$ cat src/rtl/twc_pkg.sv
package twc_pkg;
  typedef enum logic [2:0] {
    CLS_LOW   = 3'd0,
    CLS_HIGH  = 3'd1,
    CLS_SHORT = 3'd2,
    CLS_OPEN  = 3'd3,
    CLS_GEN   = 3'd4,
    CLS_SENS  = 3'd5
  } cls_e;
endpackage

$ cat src/rtl/twc_window_cmp.sv
// Per-sample window decision; the averaged verdict overrides low readings.
module twc_window_cmp
  import twc_pkg::*;
#(
  parameter int CODE_W = 12
) (
  input  logic [CODE_W-1:0] code,
  input  logic [CODE_W-1:0] lo_min,
  input  logic [CODE_W-1:0] lo_max,
  input  logic [CODE_W-1:0] hi_min,
  input  logic [CODE_W-1:0] hi_max,
  input  logic              fault_avg,
  output cls_e              raw
);
  always_comb begin
    if (code > hi_max)        raw = CLS_SHORT;
    else if (code >= hi_min)  raw = CLS_HIGH;
    else if (fault_avg)       raw = CLS_SENS;
    else if (code > lo_max)   raw = CLS_GEN;
    else if (code >= lo_min)  raw = CLS_LOW;
    else                      raw = CLS_OPEN;
  end
endmodule

$ cat src/rtl/twc_fault_avg.sv
// Tumbling-block sum; the block mean is tested against the fault band.
module twc_fault_avg #(
  parameter int CODE_W       = 12,
  parameter int MAX_AVG_LOG2 = 12,
  localparam int SUM_W       = CODE_W + MAX_AVG_LOG2,
  localparam int CNT_W       = (MAX_AVG_LOG2 < 1) ? 1 : MAX_AVG_LOG2,
  localparam int SH_W        = $clog2(MAX_AVG_LOG2 + 1)
) (
  input  logic              clk,
  input  logic              rst_n,
  input  logic              smp_valid,
  input  logic [CODE_W-1:0] code,
  input  logic [SH_W-1:0]   avg_log2,
  input  logic [CODE_W-1:0] band_min,
  input  logic [CODE_W-1:0] band_max,
  output logic              in_band
);
  logic [SUM_W-1:0] acc_q, acc_d, sum_nx, mean;
  logic [CNT_W-1:0] cnt_q, cnt_d;
  logic [CNT_W:0]   lim;
  logic [SH_W-1:0]  sh;
  logic             band_q, band_d, last;

  always_comb begin
    sh     = (avg_log2 > SH_W'(MAX_AVG_LOG2)) ? SH_W'(MAX_AVG_LOG2) : avg_log2;
    lim    = ((CNT_W+1)'(1) << sh) - (CNT_W+1)'(1);
    last   = (cnt_q == lim[CNT_W-1:0]);
    sum_nx = acc_q + SUM_W'(code);
    mean   = sum_nx >> sh;
    acc_d  = acc_q;
    cnt_d  = cnt_q;
    band_d = band_q;
    if (smp_valid) begin
      if (last) begin
        band_d = (mean >= SUM_W'(band_min)) && (mean <= SUM_W'(band_max));
        acc_d  = '0;
        cnt_d  = '0;
      end else begin
        acc_d  = sum_nx;
        cnt_d  = cnt_q + CNT_W'(1);
      end
    end
  end

  always_ff @(posedge clk or negedge rst_n) begin
    if (!rst_n) begin
      acc_q  <= '0;
      cnt_q  <= '0;
      band_q <= 1'b0;
    end else if (smp_valid) begin
      acc_q  <= acc_d;
      cnt_q  <= cnt_d;
      band_q <= band_d;
    end
  end

  assign in_band = band_q;

  a_r5_verdict_on_sample: assert property (@(posedge clk) disable iff (!rst_n)
    (band_q != $past(band_q)) |-> $past(smp_valid));
  a_r10_acc_hold: assert property (@(posedge clk) disable iff (!rst_n)
    !smp_valid |=> $stable(acc_q) && $stable(cnt_q));
endmodule

$ cat src/rtl/twc_persist.sv
// Persistence filter, logic mapping and change strobe.
module twc_persist
  import twc_pkg::*;
#(
  parameter int PERSIST_W = 4
) (
  input  logic                 clk,
  input  logic                 rst_n,
  input  logic                 smp_valid,
  input  cls_e                 raw,
  input  logic [PERSIST_W-1:0] persist_n,
  input  logic                 rsense_high,
  input  logic                 variant_inv,
  output cls_e                 cls_out,
  output logic                 state_out,
  output logic                 stb_out
);
  localparam logic [PERSIST_W-1:0] RUN_MAX = '1;

  cls_e                 pend_q, cls_q, cls_nx;
  logic [PERSIST_W-1:0] run_q, run_nx, need;
  logic                 state_q, state_nx, stb_q, stb_d, commit;

  always_comb begin
    need   = (persist_n == '0) ? PERSIST_W'(1) : persist_n;
    if (raw == pend_q) run_nx = (run_q == RUN_MAX) ? run_q : run_q + PERSIST_W'(1);
    else               run_nx = PERSIST_W'(1);
    commit = (run_nx >= need);
    cls_nx = commit ? raw : cls_q;
    case (cls_nx)
      CLS_HIGH: state_nx = 1'b1 ^ rsense_high ^ variant_inv;
      CLS_LOW:  state_nx = 1'b0 ^ rsense_high ^ variant_inv;
      default:  state_nx = state_q;
    endcase
    stb_d = smp_valid && ((cls_nx != cls_q) || (state_nx != state_q));
  end

  always_ff @(posedge clk or negedge rst_n) begin
    if (!rst_n) begin
      pend_q  <= CLS_OPEN;
      run_q   <= '0;
      cls_q   <= CLS_OPEN;
      state_q <= 1'b0;
    end else if (smp_valid) begin
      pend_q  <= raw;
      run_q   <= run_nx;
      cls_q   <= cls_nx;
      state_q <= state_nx;
    end
  end

  always_ff @(posedge clk or negedge rst_n) begin
    if (!rst_n) stb_q <= 1'b0;
    else        stb_q <= stb_d;
  end

  assign cls_out   = cls_q;
  assign state_out = state_q;
  assign stb_out   = stb_q;

  a_r10_hold_class: assert property (@(posedge clk) disable iff (!rst_n)
    !smp_valid |=> $stable(cls_q) && $stable(state_q));
  a_r8_stb_after_sample: assert property (@(posedge clk) disable iff (!rst_n)
    stb_q |-> $past(smp_valid));
  a_r8_change_flags: assert property (@(posedge clk) disable iff (!rst_n)
    ((cls_q != $past(cls_q)) || (state_q != $past(state_q))) |-> stb_q);
  a_r7_commit_run: assert property (@(posedge clk) disable iff (!rst_n)
    (cls_q != $past(cls_q)) |-> (run_q >= $past(need)) && (pend_q == cls_q));
endmodule

$ cat src/rtl/twc_level_classifier.sv
module twc_level_classifier
  import twc_pkg::*;
#(
  parameter int CODE_W       = 12,
  parameter int PERSIST_W    = 4,
  parameter int MAX_AVG_LOG2 = 12,
  localparam int SH_W        = $clog2(MAX_AVG_LOG2 + 1)
) (
  input  logic                 clk,
  input  logic                 rst_n,
  input  logic                 smp_valid,
  input  logic [CODE_W-1:0]    smp_code,
  input  logic [CODE_W-1:0]    lim_lo_min,
  input  logic [CODE_W-1:0]    lim_lo_max,
  input  logic [CODE_W-1:0]    lim_hi_min,
  input  logic [CODE_W-1:0]    lim_hi_max,
  input  logic [CODE_W-1:0]    band_min,
  input  logic [CODE_W-1:0]    band_max,
  input  logic [SH_W-1:0]      avg_log2,
  input  logic [PERSIST_W-1:0] persist_n,
  input  logic                 rsense_high,
  input  logic                 variant_inv,
  output logic [2:0]           cls_code,
  output logic                 logic_state,
  output logic                 chg_stb
);
  cls_e raw, cls_c;
  logic fault_avg;

  twc_fault_avg #(.CODE_W(CODE_W), .MAX_AVG_LOG2(MAX_AVG_LOG2)) u_avg (
    .clk(clk), .rst_n(rst_n), .smp_valid(smp_valid), .code(smp_code),
    .avg_log2(avg_log2), .band_min(band_min), .band_max(band_max),
    .in_band(fault_avg)
  );

  twc_window_cmp #(.CODE_W(CODE_W)) u_cmp (
    .code(smp_code), .lo_min(lim_lo_min), .lo_max(lim_lo_max),
    .hi_min(lim_hi_min), .hi_max(lim_hi_max), .fault_avg(fault_avg), .raw(raw)
  );

  twc_persist #(.PERSIST_W(PERSIST_W)) u_pers (
    .clk(clk), .rst_n(rst_n), .smp_valid(smp_valid), .raw(raw),
    .persist_n(persist_n), .rsense_high(rsense_high), .variant_inv(variant_inv),
    .cls_out(cls_c), .state_out(logic_state), .stb_out(chg_stb)
  );

  assign cls_code = cls_c;

  a_r1_short_cause: assert property (@(posedge clk) disable iff (!rst_n)
    ((cls_c != $past(cls_c)) && (cls_c == CLS_SHORT)) |-> $past(smp_code > lim_hi_max));
  a_r3_gen_cause: assert property (@(posedge clk) disable iff (!rst_n)
    ((cls_c != $past(cls_c)) && (cls_c == CLS_GEN))
      |-> $past((smp_code > lim_lo_max) && (smp_code < lim_hi_min)));
  a_r5_sens_cause: assert property (@(posedge clk) disable iff (!rst_n)
    ((cls_c != $past(cls_c)) && (cls_c == CLS_SENS)) |-> $past(fault_avg && (smp_code < lim_hi_min)));
endmodule

$ cat config.mk
export PLATFORM = sky130hd
export DESIGN_NAME = twc_level_classifier
export DESIGN_NICKNAME = d
export VERILOG_FILES = /design/src/rtl/twc_pkg.sv /design/src/rtl/twc_window_cmp.sv /design/src/rtl/twc_fault_avg.sv /design/src/rtl/twc_persist.sv /design/src/rtl/twc_level_classifier.sv
export SDC_FILE = /design/constraint.sdc
export NUM_CORES = 1
export LEC_CHECK = 0
export ABC_AREA = 0
export ABC_CLOCK_PERIOD_IN_PS = 5700
export BUFFER_PORTS_ARGS = -buffer_cell sky130_fd_sc_hd__buf_2
export CAP_MARGIN = 20
export CORE_MARGIN = 1
export CORE_UTILIZATION = 55
export DETAILED_ROUTE_END_ITERATION = 8
export PLACE_DENSITY = 0.81
export SLEW_MARGIN = 10
export SYNTH_ARGS = -nofsm -noshare
export SYNTH_HDL_FRONTEND = slang
export SYNTH_SLANG_ARGS = --single-unit
$ cat constraint.sdc
create_clock -name clk -period 5.7 [get_ports clk]
set_input_delay 0.285 -clock clk [delete_from_list [all_inputs] [get_ports clk]]
set_output_delay 0.285 -clock clk [all_outputs]
set_load 0.02 [all_outputs]
Word-level counts from Yosys, hierarchy flattened
Cells that the tools add are included.

storage, ports and cells
  bits in registers = 49
  word-level logic and storage cells = 50
  input bits = 97

cells by class
  equal/unequal tests = 6
  shift operators = 2
  bitwise operators = 3
  reductions and logical operators = 6
  multiplexer cells = 13
  add/sub/neg operators = 4
  $lt $le $gt $ge = 8

operator list
  kind                                                   number
  adder 24 x 12 -> 24 bit                                1
  greater-or-equal comparator 12 bit                     2
  greater-or-equal comparator 24 x 12 -> 1 bit           1
  greater-than comparator 12 bit                         2
  less-or-equal comparator 24 x 12 -> 1 bit              1
  two-way mux 24 bit                                     1
  >> shifter 24 x 4 -> 24 bit                            1
  two-way mux 4 bit                                      4
  two-way mux 3 bit                                      5
  adder 12 x 1 -> 12 bit (second input constant)         1
  == test 12 bit                                         1
  two-way mux 12 bit                                     1
  left shift 1 x 4 -> 12 bit (first input constant)      1
  subtractor 12 x 2 -> 12 bit (second input constant)    1
  adder 4 x 1 -> 4 bit (second input constant)           1
  == test 4 bit (second input constant)                  1
  greater-or-equal comparator 4 bit                      1
  greater-than comparator 4 bit (second input constant)  1
  zero test 4 bit                                        1
  == test 3 x 1 -> 1 bit (second input constant)         1
  == test 3 bit                                          1
  zero test 3 bit                                        1
  != test 3 bit                                          1
  logical AND 1 bit                                      2
  other kinds (7)                                        8

Logic depth before layout (Yosys ltp)
Gate-level depths: netlist of the first run.

  word-level depth = 15
  gate-level depth with buffers = 23
  depth with buffers taken out = 23

By module
From an unflattened synthesis of the first run, not the netlist that was laid out.

second synthesis, totals
  cells, all modules = 901
  area, all modules = 6877.8 sq um

by module, submodules not included
  module          area each (sq um)  cells an instance  times used  seq. area each (sq um)
  twc_fault_avg   4863.4             665                1           925.9
  twc_window_cmp  1216.2             165                1           0.0
  twc_persist     798.3              71                 1           305.3

Least setup slack after synthesis of the first run
Ideal clock, no wire load.

  kind = reg-to-reg
  start = register u_avg.acc_q[0]
  end = register u_avg.band_q, in the netlist u_avg.in_band
  cell stages (with the launch flop) = 22
  buffers on the path = 0
  setup slack = 1.285 ns
  data arrival time = 4.338 ns
  period minus slack after synthesis = 4.415 ns
  path through = dfrtp_1 ha_1 fa_1 a211oi_2 o211ai_2 a41oi_2 nor2_1 xnor2_1 o211ai_1 o21bai_1 mux4_2 ha_1 nor2b_1 o21ai_0 nand2b_1 a21oi_1 o21ai_0 a21oi_1 o21ai_2 a2111oi_2 nand4b_1 o21ai_1

on the way
  cells in the longest elaborated chain, start to end = 4
  elaborated cells on any way between the ends = 5

ends and longest elaborated chain
  element                                                                                                    RTL line             source
  from (decl)                                                                                                twc_fault_avg.sv:18  logic [SUM_W-1:0] acc_q, acc_d, sum_nx, mean;
  from (signal assigned)                                                                                     twc_fault_avg.sv:47  acc_q <= '0;
  from (signal assigned)                                                                                     twc_fault_avg.sv:51  acc_q <= acc_d;
  adder 24 x 12 -> 24 bit *                                                                                  twc_fault_avg.sv:28  sum_nx = acc_q + SUM_W'(code);
  >> shifter 24 x 4 -> 24 bit *                                                                              twc_fault_avg.sv:29  mean = sum_nx >> sh;
  greater-or-equal comparator 24 x 12 -> 1 bit or less-or-equal comparator 24 x 12 -> 1 bit (tied branches)  twc_fault_avg.sv:35  band_d = (mean >= SUM_W'(band_min)) && (mean <= SUM_W'(band_max));
  logical AND 1 bit *                                                                                        twc_fault_avg.sv:35
  to (signal assigned)                                                                                       twc_fault_avg.sv:53  band_q <= band_d;
  to (decl)                                                                                                  twc_fault_avg.sv:22  logic band_q, band_d, last;

Mark *: on every way between the ends. The rest lies on a longest branch, timed or not.
A chain may end at the register's enable or synchronous reset.

Final worst setup path of the first run
Same ends and word-level chain as after synthesis.

==> summary.md, run 1 <==
| Metric | Value |
|---|---|
| Outcome | `finished, final reports clean` |
| Layout area overhead | `10.57%` |
| Top post-synthesis cells by area | `ha_1 17%, dfrtp_1 17%, nand2_1 5.0%, a21oi_1 4.8%, o21ai_0 4.8%` |
| Gr ovfl total | `0` |
| Core area | `11,660 um^2` |
| Area of the multi-input gates | `4987 um^2` |
| Seq. cell area | `1231 um^2` |
| DP HPWL | `about 13 mm` |
| WP data required | `5.93 ns` |
| Slew @ Worst Pin | `0.9497 ns` |
| Setup WS pre-CTS | `roughly 0.57 ns` |
| Antenna Cells | `0` |
| Asr flop ratio synth | `1.000` |
| TritonCTS clock tree | `done` |
| First-pass iteration count of the detailed router | `5` |
| Via count | `6,608` |
| # nets final | `1,129` |
| Clock Latency Late Sink | `0.30 ns` |
| GP Congestion | `0.9122` |
| Leak | `3.543 nW` |
| Worst vdd ir | `0.1522 mV` |
| Yosys top cell area share | `0.1697` |
| Chip width | `112.5 um` |
| Final worst slack | `0.6601 ns` |
| Overall power | `2.400 mW` |
| Synthesis-stage register bit count | `a little under 50` |
| Syn_nets | `about 1,100` |
| DIE AREA | `12,650 um^2` |
| Seq/Total Area, Yosys | `0.1835` |
| Clock transition at path regs | `about 0.07 ns` |
| Type of the worst setup path | `flop to flop` |
| Starting Density | `0.5754` |
| Setup TNS Final | `0 ns` |
| Non-Filler Instances | `1,084` |
| Vert. Die Dim | `112.5 um` |
| Hold-fix buffers, CTS | `0` |
| I/O pins | `102` |
| FP Rows | `39` |
| Largest net degree at the start of global routing | `50` |
| Max_slew headroom | `0.3614` |
| HP Class | `primary input to asynchronous set/reset pin` |
| Initial antenna violation count | `0` |
| Sinks on Clock Net | `49` |
| Number of setup buffers added after CTS | `0` |
| IO Port Bufs | `101` |
| CTS max path bufs | `2` |
| Mapped Area | `between 6000 and 7000 um^2` |
| Critical path launch point type | `flop` |
| Tmin final | `5.040 ns` |
| Layout cells sized above 1 | `0.1743` |
| FMAX | `slightly below 0.2 GHz` |
| Crit Path Max Fanout | `5` |
| First-pass GRT wire length | `~29 mm` |
| Vias in the first global route | `6,187` |
| Mean post-synth cell area | `7.748 um^2` |
| Inst Count DP | `between 1,000 and 1,500` |
| CTS resizes | `0` |
| Worst R2R Path Depth | `19` |
| Max Cap Viol | `0` |
| Tcrit/Tclk final | `0.8842` |
| H-tree levels | `2` |
| Antenna viol nets, final | `0` |
| GRT Overall Usage | `0.2753` |
| Final core occ | `0.6362` |
| Slew Viols, Final | `0` |
| Wire per inst | `15.48 um` |
| Initial DRC Count | `591` |
| Post-synth top flop | `dfrtp_1` |
| R2r setup slk | `between 0.6 and 0.7 ns` |
| Final WL | `approximately 17 mm` |
| Post-synth top area cell | `ha_1` |
| CP arrival | `5.27 ns` |
| Clk root buf | `clkbuf_16` |
| EDFF count, synth | `0` |
| Final hold violations | `0` |
| Worst Skew | `0.009611 ns` |
| Netlist cell types | `between 80 and 90` |
| Power per cell area | `323.4 nW/um^2` |
| # setup viols final | `0` |
| Crit. End Element | `flop` |
| Filler Cells Inserted | `1,012` |
| Post-Synthesis Cells | `866` |
| Via density per instance | `6.096` |
| RSZ-0062 raised after global routing | `false` |
| Total CTS buffers | `5` |
| DRC Markers | `0` |
| Yosys warns | `0` |
## worst paths after layout
path,start,endpoint
worst max-delay path,u_avg.acc_q[0],u_avg.in_band
worst min-delay path,rst_n,u_avg.in_band
worst max register to register,u_avg.acc_q[0],u_avg.in_band
worst min register to register,u_avg.acc_q[10],u_avg.acc_q[10]
max in group asynchronous,rst_n,u_avg.acc_q[18]
min in group clk,smp_code[0],u_avg.acc_q[0]
## Yosys cell counts, drive strengths merged (12+ instances only)
master   count
xnor2       23
inv         81
nand2       89
buf         20
a21o        23
ha          91
o21ai       72
xor2        13
nor2        64
a211oi      14
nand4       20
mux2i       16
nor3        24
o211ai      15
clkbuf      19
dfrtp       45
o2bb2ai     12
a21oi       66
## final cells by class
class / instances / share of cell area
Timing Repair Buffer: 106 / 0.07319
Tap cell: 143 / 0.02411
Multi-Input combinational cell: 696 / 0.6722
Clock inverter: 3 / 0.006239
Inverter: 82 / 0.04148
Sequential cell: 49 / 0.1659
Clock buffer: 5 / 0.01686
## cell usage in the layout, fill, tap and decap left out, types with 9 or more instances in the layout
cell type | netlist | layout
o211ai_1 | 12 | 12
nand2_1 | 89 | 89
dfrtp_1 | 45 | 45
o21ai_0 | 64 | 64
xor2_1 | 13 | 13
buf_2 | 14 | 101
ha_1 | 91 | 91
nand3_1 | 11 | 11
nor2_1 | 63 | 63
xnor2_1 | 23 | 23
mux2i_1 | 16 | 16
nand4_1 | 20 | 20
a211oi_1 | 11 | 11
nor3_1 | 18 | 18
mux2_2 | 9 | 9
o21a_1 | 10 | 10
a21oi_1 | 64 | 64
o2bb2ai_1 | 12 | 12
inv_1 | 81 | 81
a21o_1 | 23 | 23
## flip-flops by register name, summed over array words and instances (netlist names)
name	cells
u_avg.in_band	1
u_avg.cnt_q	12
u_pers.state_out	1
u_avg.acc_q	24
u_pers.run_q	4
u_pers.stb_out	1
u_pers.pend_q	3
u_pers.cls_out	3
## per-layer routing
metal / global-route usage / vias up / routed length, um
met5: 0 / - / 0
met4: 0.1004 / 0 / 447
met3: 0.03294 / 39 / 891
met2: 0.4476 / 232 / 7491
met1: 0.3762 / 3038 / 7945
li1: - / 3299 / -
## logic make-up after synthesis
logic type,Yosys count,synth area share
adder cells (fa/ha/maj),92,0.1727
multiplexers,27,0.04568
XOR/XNOR,36,0.04699
AND/OR/NAND/NOR,261,0.1906
AO/OA/AOI/OAI,280,0.2864
buffers and inverters,121,0.07421
flip-flops,49,0.1835
## metrics by stage
stage | hold WS [ns] | cell area (um^2)
2_1_floorplan | -0.01059 | 6710
6_report | 0.09056 | 7420
3_3_place_gp | 0.4489 | 7241
5_1_grt | 0.1587 | 7420
3_5_place_dp | 0.4531 | 7241
4_1_cts | 0.1259 | 7412
## critical path, cell delays in order, from the launching register on
cell       delay (ns)
dfrtp_1          0.39
ha_1             0.24
fa_1             0.45
a211oi_2         0.27
o211ai_2         0.19
a41oi_2          0.32
nor2_1           0.12
xnor2_1          0.31
o211ai_1         0.14
o21bai_1         0.22
mux4_2           0.54
ha_1             0.34
a21o_1           0.17
a211oi_1         0.26
o21ai_0          0.15
a21oi_1          0.18
o21ai_2          0.07
a2111oi_2        0.34
nand4b_1         0.15
o21ai_1          0.13
## power breakdown
group | leakage, nW | internal (mW) | switching [mW]
Combinational | 2.85 | 0.609 | 0.855
Clock | 0.0800 | 0.208 | 0.143
Sequential | 0.611 | 0.458 | 0.127
(Power assumes the default switching activity.)
==> inputs of run 2 (changes only) <==
--- a/config.mk
+++ b/config.mk
@@ -9,6 +9,7 @@
 export ABC_CLOCK_PERIOD_IN_PS = 5700
 export BUFFER_PORTS_ARGS = -buffer_cell sky130_fd_sc_hd__buf_2
 export CAP_MARGIN = 20
+export CORE_ASPECT_RATIO = 1.75
 export CORE_MARGIN = 1
 export CORE_UTILIZATION = 55
 export DETAILED_ROUTE_END_ITERATION = 8
==> run 2 against run 1 <==
Count of clock-buffer cells in the layout stayed put. Via count is 1.5% higher. Maximum frequency grew 0.31%. Wire length grew 4.2%. Critical path type unchanged. Largest power group unchanged.
==> summary.md, run 2 (synthesized netlist as in run 1, its figures left out) <==
| Metric | Value |
|---|---|
| Outcome | `finished, final reports clean` |
| Largest net degree at the start of global routing | `50` |
| Slew @ Worst Pin | `0.9891 ns` |
| Filler Cells Inserted | `1,103` |
| CTS max path bufs | `2` |
| Initial DRC Count | `480` |
| TritonCTS clock tree | `done` |
| CP arrival | `5.26 ns` |
| Starting Density | `0.5622` |
| Biggest register | `u_avg.acc_q` |
| Max_slew headroom | `0.3350` |
| Critical path launch point type | `flop` |
| Gr ovfl total | `0` |
| Final instance area | `about 7400 um^2` |
| H-tree levels | `2` |
| Worst path cell trace | `ha_1, fa_1, a211oi_2, o211ai_2, a41oi_2, nor2_1, xnor2_1, o211ai_1, o21bai_1, mux4_2, ha_1, nor2b_1, o21ai_0, nand2b_1, a21oi_1, o21ai_0, a21oi_1, o21ai_2, a2111oi_2, nand4b_1, o21ai_1` |
| Vias in the first global route | `6,655` |
| R2r setup slk | `0.68 ns` |
| First-pass GRT wire length | `29.52 mm` |
| FP Rows | `53` |
| Antenna Cells | `0` |
| Clock transition at path regs | `0.08 ns` |
| Worst R2R Path Depth | `21` |
| Power per cell area | `322.8 nW/um^2` |
| Via count | `about 6,700` |
| DIE AREA | `12,660 um^2` |
| FF-to-FF End | `u_avg.in_band` |
| DRC Markers | `0` |
| Sinks on Clock Net | `49` |
| Layout area overhead | `10.14%` |
| RSZ-0062 raised after global routing | `false` |
| CTS resizes | `0` |
| Worst vdd ir | `0.1542 mV` |
| Commonest cells after routing, fill and taps aside | `101 x buf_2, 91 x ha_1, 89 x nand2_1, 81 x inv_1` |
| Area of the multi-input gates | `4987 um^2` |
| Wire per inst | `roughly 16 um` |
| R2R Path Start | `u_avg.acc_q[0]` |
| Core area | `11,940 um^2` |
| Via density per instance | `6.224` |
| First-pass iteration count of the detailed router | `5` |
| Commonest non-fill, non-tap cell in the layout | `buf_2` |
| Setup TNS Final | `0 ns` |
| Tcrit/Tclk final | `0.8815` |
| Slowest Stage Delay on Critical Path | `0.52 ns` |
| I/O pins | `between 100 and 150` |
| Number of setup buffers added after CTS | `0` |
| DP HPWL | `13.92 mm` |
| Vert. Die Dim | `148.1 um` |
| Final core occ | `0.6192` |
| GRT Overall Usage | `0.2857` |
| Max Cap Viol | `0` |
| IO Port Bufs | `101` |
| Crit Path Max Fanout | `5` |
| Largest register FFs | `24` |
| Final WL | `17.48 mm` |
| Layout cells sized above 1 | `0.1743` |
| Clk root buf | `clkbuf_16` |
| FMAX | `0.1990 GHz` |
| Total CTS buffers | `5` |
| Crit. End Element | `flop` |
| Final hold violations | `0` |
| Placed Area | `slightly above 7000 um^2` |
| # setup viols final | `0` |
| Leak | `3.533 nW` |
| Seq. cell area | `roughly 1200 um^2` |
| # nets final | `1,129` |
| Slew Viols, Final | `0` |
| GP Congestion | `just under 1` |
| Antenna viol nets, final | `0` |
| CP max stage cell | `mux4_2` |
| WP data required | `5.93 ns` |
| Clock Latency Late Sink | `about 0.3 ns` |
| Regs by FF count | `u_avg.acc_q (24), u_avg.cnt_q (12), u_pers.run_q (4)` |
| Tmin final | `approximately 5 ns` |
| Type of the worst setup path | `flop to flop` |
| Chip width | `between 80 and 90 um` |
| HP Class | `primary input to asynchronous set/reset pin` |
| Hold-fix buffers, CTS | `0` |
| Initial antenna violation count | `0` |
| Worst Skew | `0.008077 ns` |
run 2: cell count changes in the layout (fill, tap and decap cells not counted):
cell       change
buf_4          +1
inv_6          +1
clkbuf_4       -1
bufinv_16      -1
run 2: report_power, final:
group | internal [mW] | leakage, nW | switching, mW
logic | 0.610 | 2.85 | 0.872
clock network | 0.166 | 0.0704 | 0.154
registers | 0.458 | 0.611 | 0.126
run 2: stage by stage:
stage | hold WS (ns) | setup WS [ns] | std cells | total power, mW
2_1_floorplan | -0.01059 | 1.285 | 866 | 1.703
3_3_place_gp | 0.4423 | 0.9091 | 1070 | 2.017
3_5_place_dp | 0.4511 | 0.7317 | 1070 | 2.049
4_1_cts | 0.1266 | 0.7114 | 1078 | 2.377
5_1_grt | 0.1585 | 0.3306 | 1078 | 2.593
6_report | 0.08886 | 0.6756 | 1078 | 2.386
run 2: critical path: cells and delay by family, from the launching register on:
kind                     cells  cell delay [ns]
AO/OA/AOI/OAI               12             2.30
adder cells (fa/ha/maj)      3             0.99
multiplexers                 1             0.52
AND/OR/NAND/NOR              4             0.46
flip-flops                   1             0.40
XOR/XNOR                     1             0.31
run 2: cell type report:
cell class	instances	area share
Multi-Input combinational cell	696	0.6748
Sequential cell	49	0.1666
Timing Repair Buffer	106	0.07347
Inverter	82	0.04165
Tap cell	137	0.02319
Clock buffer	5	0.01693
Clock inverter	3	0.003386
run 2: how the worst max path moves through the flow:
| stage | from | cells after the start | to |
|---|---|---|---|
| CTS | u_avg.acc_q[0] | 21 | u_avg.in_band |
| finish | u_avg.acc_q[0] | 21 | u_avg.in_band |
| floorplan | u_avg.acc_q[0] | 21 | u_avg.in_band |
| detailed placement | smp_code[0] | 22 | u_avg.in_band |
| global placement | smp_code[1] | 21 | u_pers.state_out |
| global route | u_avg.acc_q[0] | 21 | u_avg.in_band |
run 2: layer usage:
metal,global-route usage,wire [um],part of all wire,vias up
met5,0,0,0,-
met3,0.03441,796,0.046,72
met4,0.1500,773,0.044,0
met1,0.2916,6510,0.37,3105
met2,0.5528,9397,0.54,240
li1,-,-,-,3293
